## config.mk

```make
export PLATFORM = sky130hd
export DESIGN_NAME = i2c_prim_engine
export DESIGN_NICKNAME = d
export VERILOG_FILES = /design/src/rtl/i2c_prim_pkg.sv /design/src/rtl/i2c_prim_timer.sv /design/src/rtl/i2c_prim_shifter.sv /design/src/rtl/i2c_prim_engine.sv
export SDC_FILE = /design/constraint.sdc
export NUM_CORES = 1
export LEC_CHECK = 0
export ABC_AREA = 1
export CORE_AREA = 5 5 114 95
export CTS_CLUSTER_DIAMETER = 50
export CTS_CLUSTER_SIZE = 8
export DETAILED_ROUTE_END_ITERATION = 7
export DIE_AREA = 0 0 119 100
export PLACE_DENSITY = 0.65
export SETUP_SLACK_MARGIN = 0.5
export SYNTH_ARGS = -nofsm -noshare
export SYNTH_HDL_FRONTEND = slang
export SYNTH_SLANG_ARGS = --single-unit
```

## constraint.sdc

```tcl
create_clock -name clk_i -period 3.6 [get_ports clk_i]
set_input_delay 0.72 -clock clk_i [delete_from_list [all_inputs] [get_ports clk_i]]
set_output_delay 0.72 -clock clk_i [all_outputs]
set_load 0.01 [all_outputs]
```

## src/rtl/i2c_prim_pkg.sv

```systemverilog
package i2c_prim_pkg;

   typedef enum logic [2:0] {
      OP_START   = 3'd0,
      OP_RSTART  = 3'd1,
      OP_STOP    = 3'd2,
      OP_WRBYTE  = 3'd3,
      OP_RDBYTE  = 3'd4,
      OP_GETACK  = 3'd5,
      OP_PUTACK  = 3'd6,
      OP_PUTNACK = 3'd7
   } prim_op_e;

   typedef enum logic [2:0] {
      PH_IDLE,
      PH_LOW,
      PH_HIGH,
      PH_COND,
      PH_FREE
   } prim_phase_e;

   // Value of the SDA pull-down during a slot of the given primitive.
   function automatic logic slot_drive(prim_op_e op, logic msb);
      case (op)
         OP_WRBYTE: return ~msb;
         OP_PUTACK: return 1'b1;
         OP_STOP:   return 1'b1;
         default:   return 1'b0;
      endcase
   endfunction

   function automatic logic is_byte_op(prim_op_e op);
      return (op == OP_WRBYTE) || (op == OP_RDBYTE);
   endfunction

endpackage

```

## src/rtl/i2c_prim_timer.sv

```systemverilog
module i2c_prim_timer #(
   parameter int CNT_W = 16
) (
   input  logic             clk_i,
   input  logic             rst_ni,
   input  logic             clr_i,
   input  logic [CNT_W-1:0] limit_i,
   output logic [CNT_W-1:0] cnt_o,
   output logic             at_end_o
);

   logic [CNT_W-1:0] cnt_q;

   always_ff @(posedge clk_i) begin
      if (!rst_ni) begin
         cnt_q <= '0;
      end else if (clr_i) begin
         cnt_q <= '0;
      end else begin
         cnt_q <= cnt_q + CNT_W'(1);
      end
   end

   assign cnt_o    = cnt_q;
   assign at_end_o = (cnt_q == limit_i);

endmodule

```

## src/rtl/i2c_prim_shifter.sv

```systemverilog
module i2c_prim_shifter #(
   parameter int BYTE_W = 8
) (
   input  logic              clk_i,
   input  logic              rst_ni,
   input  logic              load_i,
   input  logic [BYTE_W-1:0] load_val_i,
   input  logic              shift_i,
   input  logic              sin_i,
   output logic              msb_o,
   output logic              next_msb_o,
   output logic [BYTE_W-1:0] data_o
);

   logic [BYTE_W-1:0] sh_q;
   logic [BYTE_W-1:0] sh_d;

   // Shift chain towards the MSB, new sample enters at bit 0.
   for (genvar gi = 0; gi < BYTE_W; gi++) begin : g_chain
      if (gi == 0) begin : g_lsb
         assign sh_d[gi] = sin_i;
      end else begin : g_up
         assign sh_d[gi] = sh_q[gi-1];
      end
   end

   always_ff @(posedge clk_i) begin
      if (!rst_ni) begin
         sh_q <= '0;
      end else if (load_i) begin
         sh_q <= load_val_i;
      end else if (shift_i) begin
         sh_q <= sh_d;
      end
   end

   assign msb_o      = sh_q[BYTE_W-1];
   assign next_msb_o = sh_q[BYTE_W-2];
   assign data_o     = sh_q;

endmodule

```

## src/rtl/i2c_prim_engine.sv

```systemverilog
module i2c_prim_engine
   import i2c_prim_pkg::*;
#(
   parameter int CNT_W  = 16,
   parameter int HOLD_W = 16,
   parameter int BYTE_W = 8
) (
   input  logic              clk_i,
   input  logic              rst_ni,
   input  logic              enable_i,
   input  logic [CNT_W-1:0]  scl_high_cnt_i,
   input  logic [CNT_W-1:0]  scl_low_cnt_i,
   input  logic [HOLD_W-1:0] sda_hold_cnt_i,
   input  logic              req_i,
   input  logic [2:0]        op_i,
   input  logic [BYTE_W-1:0] tx_byte_i,
   input  logic              sda_i,
   output logic              busy_o,
   output logic              done_o,
   output logic              ack_bit_o,
   output logic [BYTE_W-1:0] rx_byte_o,
   output logic              scl_oe_o,
   output logic              sda_oe_o
);

   localparam int CMP_W  = (CNT_W > HOLD_W) ? CNT_W : HOLD_W;
   localparam int SLOT_W = $clog2(BYTE_W + 1);

   if (CNT_W < 2) begin : g_chk_cnt
      $error("CNT_W must be at least 2");
   end
   if (HOLD_W < 1) begin : g_chk_hold
      $error("HOLD_W must be at least 1");
   end
   if (BYTE_W < 2) begin : g_chk_byte
      $error("BYTE_W must be at least 2");
   end

   prim_phase_e       phase_q;
   prim_op_e          op_q;
   logic [SLOT_W-1:0] slots_q;
   logic              scl_q, sda_q, busy_q, done_q, ack_q;

   logic [CNT_W-1:0]  cnt;
   logic [CNT_W-1:0]  limit;
   logic              at_end, tmr_clr;
   logic              msb, next_msb;

   logic [CMP_W-1:0]  low_x, hold_x, hold_eff;
   logic [CMP_W:0]    cnt_p1;
   logic              hold_hit, hold_zero, mid_hit, accept;
   prim_op_e          req_op, eff_op;

   // Hold delay clamped so that SDA always settles inside the low phase.
   assign low_x     = CMP_W'(scl_low_cnt_i);
   assign hold_x    = CMP_W'(sda_hold_cnt_i);
   assign hold_eff  = (hold_x > low_x) ? low_x : hold_x;
   assign hold_zero = (hold_eff == '0);
   assign cnt_p1    = (CMP_W+1)'(cnt) + (CMP_W+1)'(1);
   assign hold_hit  = (phase_q == PH_LOW) && !hold_zero && (cnt_p1 == {1'b0, hold_eff});
   assign mid_hit   = (phase_q == PH_HIGH) && (cnt == (scl_high_cnt_i >> 1));

   assign req_op  = prim_op_e'(op_i);
   assign eff_op  = ((req_op == OP_START) && scl_q) ? OP_RSTART : req_op;
   assign accept  = enable_i && req_i && !busy_q && (phase_q == PH_IDLE);

   assign limit   = (phase_q == PH_LOW) ? scl_low_cnt_i : scl_high_cnt_i;
   assign tmr_clr = !enable_i || (phase_q == PH_IDLE) || at_end;

   i2c_prim_timer #(.CNT_W(CNT_W)) u_timer (
      .clk_i    (clk_i),
      .rst_ni   (rst_ni),
      .clr_i    (tmr_clr),
      .limit_i  (limit),
      .cnt_o    (cnt),
      .at_end_o (at_end)
   );

   i2c_prim_shifter #(.BYTE_W(BYTE_W)) u_shift (
      .clk_i      (clk_i),
      .rst_ni     (rst_ni),
      .load_i     (accept),
      .load_val_i (tx_byte_i),
      .shift_i    (mid_hit && enable_i),
      .sin_i      (sda_i),
      .msb_o      (msb),
      .next_msb_o (next_msb),
      .data_o     (rx_byte_o)
   );

   always_ff @(posedge clk_i) begin
      if (!rst_ni) begin
         phase_q <= PH_IDLE;
         op_q    <= OP_START;
         slots_q <= '0;
         scl_q   <= 1'b0;
         sda_q   <= 1'b0;
         busy_q  <= 1'b0;
         done_q  <= 1'b0;
         ack_q   <= 1'b0;
      end else if (!enable_i) begin
         phase_q <= PH_IDLE;
         scl_q   <= 1'b0;
         sda_q   <= 1'b0;
         busy_q  <= 1'b0;
         done_q  <= 1'b0;
      end else begin
         done_q <= 1'b0;
         unique case (phase_q)
            PH_IDLE: begin
               if (accept) begin
                  busy_q <= 1'b1;
                  op_q   <= eff_op;
                  if (eff_op == OP_START) begin
                     phase_q <= PH_COND;
                     sda_q   <= 1'b1;
                     scl_q   <= 1'b0;
                  end else begin
                     phase_q <= PH_LOW;
                     scl_q   <= 1'b1;
                     slots_q <= is_byte_op(eff_op) ? SLOT_W'(BYTE_W - 1) : '0;
                     if (hold_zero) begin
                        sda_q <= slot_drive(eff_op, tx_byte_i[BYTE_W-1]);
                     end
                  end
               end
            end
            PH_LOW: begin
               if (hold_hit) begin
                  sda_q <= slot_drive(op_q, msb);
               end
               if (at_end) begin
                  phase_q <= PH_HIGH;
                  scl_q   <= 1'b0;
               end
            end
            PH_HIGH: begin
               if (mid_hit && (op_q == OP_GETACK)) begin
                  ack_q <= sda_i;
               end
               if (at_end) begin
                  if (op_q == OP_RSTART) begin
                     phase_q <= PH_COND;
                     sda_q   <= 1'b1;
                  end else if (op_q == OP_STOP) begin
                     phase_q <= PH_FREE;
                     sda_q   <= 1'b0;
                  end else if (slots_q != '0) begin
                     slots_q <= slots_q - SLOT_W'(1);
                     phase_q <= PH_LOW;
                     scl_q   <= 1'b1;
                     if (hold_zero) begin
                        sda_q <= slot_drive(op_q, mid_hit ? next_msb : msb);
                     end
                  end else begin
                     phase_q <= PH_IDLE;
                     scl_q   <= 1'b1;
                     busy_q  <= 1'b0;
                     done_q  <= 1'b1;
                  end
               end
            end
            PH_COND: begin
               if (at_end) begin
                  phase_q <= PH_IDLE;
                  scl_q   <= 1'b1;
                  busy_q  <= 1'b0;
                  done_q  <= 1'b1;
               end
            end
            PH_FREE: begin
               if (at_end) begin
                  phase_q <= PH_IDLE;
                  busy_q  <= 1'b0;
                  done_q  <= 1'b1;
               end
            end
            default: begin
               phase_q <= PH_IDLE;
            end
         endcase
      end
   end

   assign busy_o    = busy_q;
   assign done_o    = done_q;
   assign ack_bit_o = ack_q;
   assign scl_oe_o  = scl_q;
   assign sda_oe_o  = sda_q;

endmodule

```

Word-level counts from Yosys, hierarchy flattened:

Cells that the tools add are included.

* register bits after elaboration: 39
* output and inout bits: 13

* add/sub/neg operators: 3
* $lt $le $gt $ge: 1
* equality and inequality tests: 30
* multiplexer cells: 56
* bitwise operators: 4
* reductions and logical operators: 37

Operator list (count)
* 2-to-1 mux 16 bit: 2
* 2-to-1 mux 1 bit: 28
* 2-to-1 mux 3 bit: 8
* 2-to-1 mux 4 bit: 6
* AND reduction 7 bit: 3
* == test 3 x 2 -> 1 bit (second input constant): 6
* inequality test 2 bit (second input constant): 9
* adder 16 x 1 -> 17 bit (second input constant): 1
* == test 17 x 16 -> 1 bit: 1
* adder 16 x 1 -> 16 bit (second input constant): 1
* == test 16 x 15 -> 1 bit: 1
* == test 16 bit: 1
* > comparator 16 bit: 1
* logical NOT 16 bit: 1
* 2-to-1 mux 8 bit: 2
* == test 3 bit (second input constant): 5
* one-hot mux 3 bit (4 select lines): 1
* logical AND 1 bit: 9
* logical NOT 3 bit: 3
* one-hot mux 1 bit (2 select lines): 4
* one-hot mux 4 bit (2 select lines): 1
* AND reduction 8 bit: 1
* nonzero test 4 bit: 2
* OR reduction 2 bit: 4
* other kinds (17): 30

Depth between registers and ports, before layout:

* word-level depth: 11
* gate-level depth with buffers: 25
* gate-level depth less buffers: 24

Cells and area by module:

From an unflattened synthesis, not the netlist that was laid out.

* cell total of the unflattened synthesis: 748
* area total of the unflattened synthesis: 4272.8 um^2

By module, submodules not included
* i2c_prim_engine: times used 1, cells an instance 523, area each 2832.7 um^2, seq. area each 300.3 um^2
* i2c_prim_timer: times used 1, cells an instance 160, area each 1013.5 um^2, seq. area each 320.3 um^2
* i2c_prim_shifter: times used 1, cells an instance 65, area each 426.7 um^2, seq. area each 160.2 um^2

Worst setup path before layout:

OpenSTA, ideal clock, no wires.

* path type: input port to flip-flop
* start: input scl_low_cnt_i[15]
* end: register sda_q (netlist: sda_oe_o)
* setup time: 0.115 ns
* arrival time: 2.649 ns
* slack: 0.836 ns
* cell stages on the path: 18
* cell sequence: inv_1 -> ha_1 -> nand2_1 -> nor3_1 -> nand3_2 -> nand2_1 -> buf_4 -> nand2_1 -> nand2_1 -> nand2_1 -> nor2_1 -> nand2_1 -> nor2_1 -> nor2_1 -> nand3_1 -> nand2_1 -> a21oi_1 -> nor2_1

* cells in the longest elaborated chain, start to end: 8
* elaborated cells on any way between the ends: 14
* those cells by class: 1 x order compare; 6 x eq/ne; 2 x mux; 5 x reduce/logical

RTL lines
* from (decl): RTL line i2c_prim_engine.sv:12 `input logic [CNT_W-1:0] scl_low_cnt_i,`
* > comparator 16 bit: RTL line i2c_prim_engine.sv:57 `assign hold_eff = (hold_x > low_x) ? low_x : hold_x;`
* 2-to-1 mux 16 bit: RTL line i2c_prim_engine.sv:57
* logical NOT 16 bit: RTL line i2c_prim_engine.sv:58 `assign hold_zero = (hold_eff == '0);`
* logical NOT 1 bit: RTL line i2c_prim_engine.sv:60 `assign hold_hit = (phase_q == PH_LOW) && !hold_zero && (cnt_p1 == {1'b0, hold_eff});`
* logical AND 1 bit (2 in a row): RTL line i2c_prim_engine.sv:60
* inequality test 2 bit (no source line)
* AND reduction 7 bit (no source line) *
* to (signal assigned): RTL line i2c_prim_engine.sv:123 `sda_q <= slot_drive(eff_op, tx_byte_i[BYTE_W-1]);`
* to (signal assigned): RTL line i2c_prim_engine.sv:130 `sda_q <= slot_drive(op_q, msb);`
* to (signal assigned): RTL line i2c_prim_engine.sv:153 `sda_q <= slot_drive(op_q, mid_hit ? next_msb : msb);`
* to (decl): RTL line i2c_prim_engine.sv:42 `logic scl_q, sda_q, busy_q, done_q, ack_q;`

Mark *: on every way between the ends. The rest lies on a longest branch, timed or not.
A chain may end at the register's enable or synchronous reset.

Final worst setup path:

* start: input scl_low_cnt_i[10]
* end: register sda_q (netlist: sda_oe_o)

Same word-level chain as after synthesis.

==> flow_summary.yaml <==
yosys:
  yosys.area_share.simple_pct: 37.0
  syn-cell-area_mm2: 0.00370
  yosysWarnings: 0
  synth-compound-area-share_pct: 14.3
  synth_area_per_cell_um2: 5.83
  synthesis.nets: 717
  ys_seq_elements: 39
  synth_top_family_by_area: "simple AND/OR/NAND/NOR gates"
  ys_types: 33
  synthXorXnorAreaFrac_pct: 7.57
  yosysSeqAreaShare_pct: 21.1
  yosys.area_share.adder_pct: 6.08
  muxShareOfSynthArea_pct: 0
  synthesis.instances: 635
place:
  gp_congestion: 0.971
  dpl_cell_area_mm2: 0.00462
  place_hpwl_um: 9430
  numPortBuffers: 76
detailed_routing:
  drtPass1Iterations: 5
  ant_nets: 0
  via_per_inst: 5.09
  routedWlPerCell_um: 14.5
  route.detailed.drc: 0
  dr_total_vias: 4261
  drt_iter0_drc: 332
  wl_um: 12100
cells_and_area:
  stdcell_area_mm2: 0.00528
  fin_nets: 799
  drive_above_1_share_pct: 14.3
  final_cell_mix: "nand2_1, inv_1, nor2_1"
  n_fill_cell: 916
  area_delta_synth_final_pct: 42.7
  final_common_cell: "nand2_1"
  multi_input_area_mm2: 0.00272
  antenna_cells: 0
  register_area_um2: 781
clock_network:
  cts.sinks: 39
  clk_pin_slew_worst_paths_ns: 0.06
  hold_buffers: 0
  insertion_delay_ns: 0.28
  cts_made_buffers: 5
  h-tree-depth: 2
  cts_buffer_depth: 2
  cts_tree: "yes"
  cts-root-buf: "clkbuf_16"
sta:
  fin_crit_ns: 2.91
  setup_viol: 0
  timing.clock.skew_ns: 0.00455
  fmax_ghz: 0.343
  fin_crit_sh_pct: 80.9
  final_hold_viol_count: 0
  drv_slew: 0
  slew_headroom_pct: 65.0
  worst_slew_pin_slew_ns: 0.521
  rsz0062_at_grt: "no"
  tns_ns: 0
floorplan:
  die_area_mm2: 0.0119
  ios: 77
  die_w_um: 119
  initial_core_util_pct: 39.2
  core_mm2: 0.00945
  num_rows: 32
  die_y_um: 100
outcome:
  status: "finished, final reports clean"
power_and_ir_drop:
  ir_worst_vdd_mv: 0.273
  power_per_cell_area_mw_per_mm2: 365
  finalPower_uw: 1930
  power.leakage_uw: 0.00265
grt:
  first_global_vias: 4085
  grt_use_total_pct: 19.0
  grt_pass1_wl_um: 19000
  antenna_found_initial: 0
  grt_overflow: 0
  grt_max_degree: 26
min_path:
  hp-class: "reg2reg"
critical_path:
  start_kind: "primary input"
  arrival_ns: 3.09
  worstPathRequired_ns: 3.77
  crit_fanout: 8
  critical_path_class: "in2reg"
  critPathCaptureType: "register"
flow_run:
  drv_cap: 0
synth_stat cells (all sizes together):
master / number / area [um^2]
a211oi: 3 / 22.5
a21o: 1 / 7.51
a21oi: 28 / 151
a31oi: 8 / 50.1
and3: 1 / 6.26
buf: 8 / 60.1
clkbuf: 5 / 20.0
dfxtp: 39 / 781
ha: 18 / 225
inv: 117 / 439
nand2: 168 / 638
nand3: 54 / 275
nand4: 10 / 77.6
nor2: 73 / 289
nor3: 8 / 45.0
nor4: 6 / 37.5
o21ai: 47 / 239
o22ai: 7 / 43.8
o31ai: 2 / 15.0
xnor2: 7 / 61.3
xor2: 25 / 219
worst paths after layout:
path	slack [ns]	cells after the start	from	endpoint
max	0.69	21	scl_low_cnt_i[10]	sda_oe_o
min	0.49	2	slots_q[1]	slots_q[1]
min reg2reg	0.49	2	slots_q[1]	slots_q[1]
max reg2reg	0.89	18	u_timer.cnt_o[0]	sda_oe_o
critical path, cell delays in order:
cell            delay (ns)
dlymetal6s2s_1        0.12
inv_1                 0.07
ha_1                  0.29
nand4_1               0.15
nor3_4                0.29
nand2_2               0.10
nand2_4               0.13
nand2_4               0.08
clkbuf_16             0.18
nand2_4               0.06
nand2_2               0.06
nand2_1               0.06
o21ai_1               0.07
nor2_1                0.14
nand2_1               0.09
nor2_2                0.14
nand3_2               0.09
nand2_2               0.08
nand3_1               0.07
nand2_1               0.07
nor2_1                0.04
where the power goes:
part           leakage (uW)  internal, uW  switching, uW
clock             0.0000911           397            172
combinational       0.00224           340            511
sequential         0.000316           475           33.4
what timing repair did:
action,in CTS,in global routing
buffers inserted,0,2
setup endpoints to repair,1,1
cloned,0,2
pin swaps,1,37
gates resized for setup,4,114
endpoints found under the hold margin,0,0
registers in the layout, summed over array words and instances (netlist names):
| register | flops |
|---|---|
| phase_q | 3 |
| scl_oe_o | 1 |
| sda_oe_o | 1 |
| done_o | 1 |
| op_q | 3 |
| ack_bit_o | 1 |
| slots_q | 4 |
| busy_o | 1 |
| u_shift.data_o | 8 |
| u_timer.cnt_o | 16 |
metrics by stage:
stage,setup slack (ns),hold slack (ns),cells,util (%)
floorplan,0.836,0.452,635,-
global placement,0.109,0.475,825,48.9
CTS,0.381,0.492,833,51.0
detailed placement,-0.0837,0.483,825,48.9
global route,0.555,0.524,837,55.9
finish,0.687,0.487,837,55.9
cell type report:
type | count | share of cell area, %
multi-input cells | 466 | 51.5
repair buffers | 88 | 19.0
flip-flops and latches | 39 | 14.8
inverters | 117 | 8.31
well taps | 119 | 2.82
clock buffers | 6 | 2.44
clock inverters | 2 | 1.14
cell families (layout without fill, tap and decap cells):
group | count (synthesis) | count (layout)
AND/OR/NAND/NOR | 320 | 320
buffers and inverters | 130 | 213
XOR/XNOR | 32 | 32
adder cells (fa/ha/maj) | 18 | 18
AO/OA/AOI/OAI | 96 | 96
flip-flops | 39 | 39
per-layer routing:
| layer | global-route usage [%] | vias to the layer above | part of all wire, % |
|---|---|---|---|
| met5 | 0 | - | 0 |
| met4 | 2.76 | 0 | 0.69 |
| met3 | 2.93 | 10 | 7.3 |
| met2 | 30.6 | 148 | 44 |
| met1 | 27.5 | 1911 | 48 |
| li1 | - | 2192 | - |
Power figures use the tool's default switching activity.
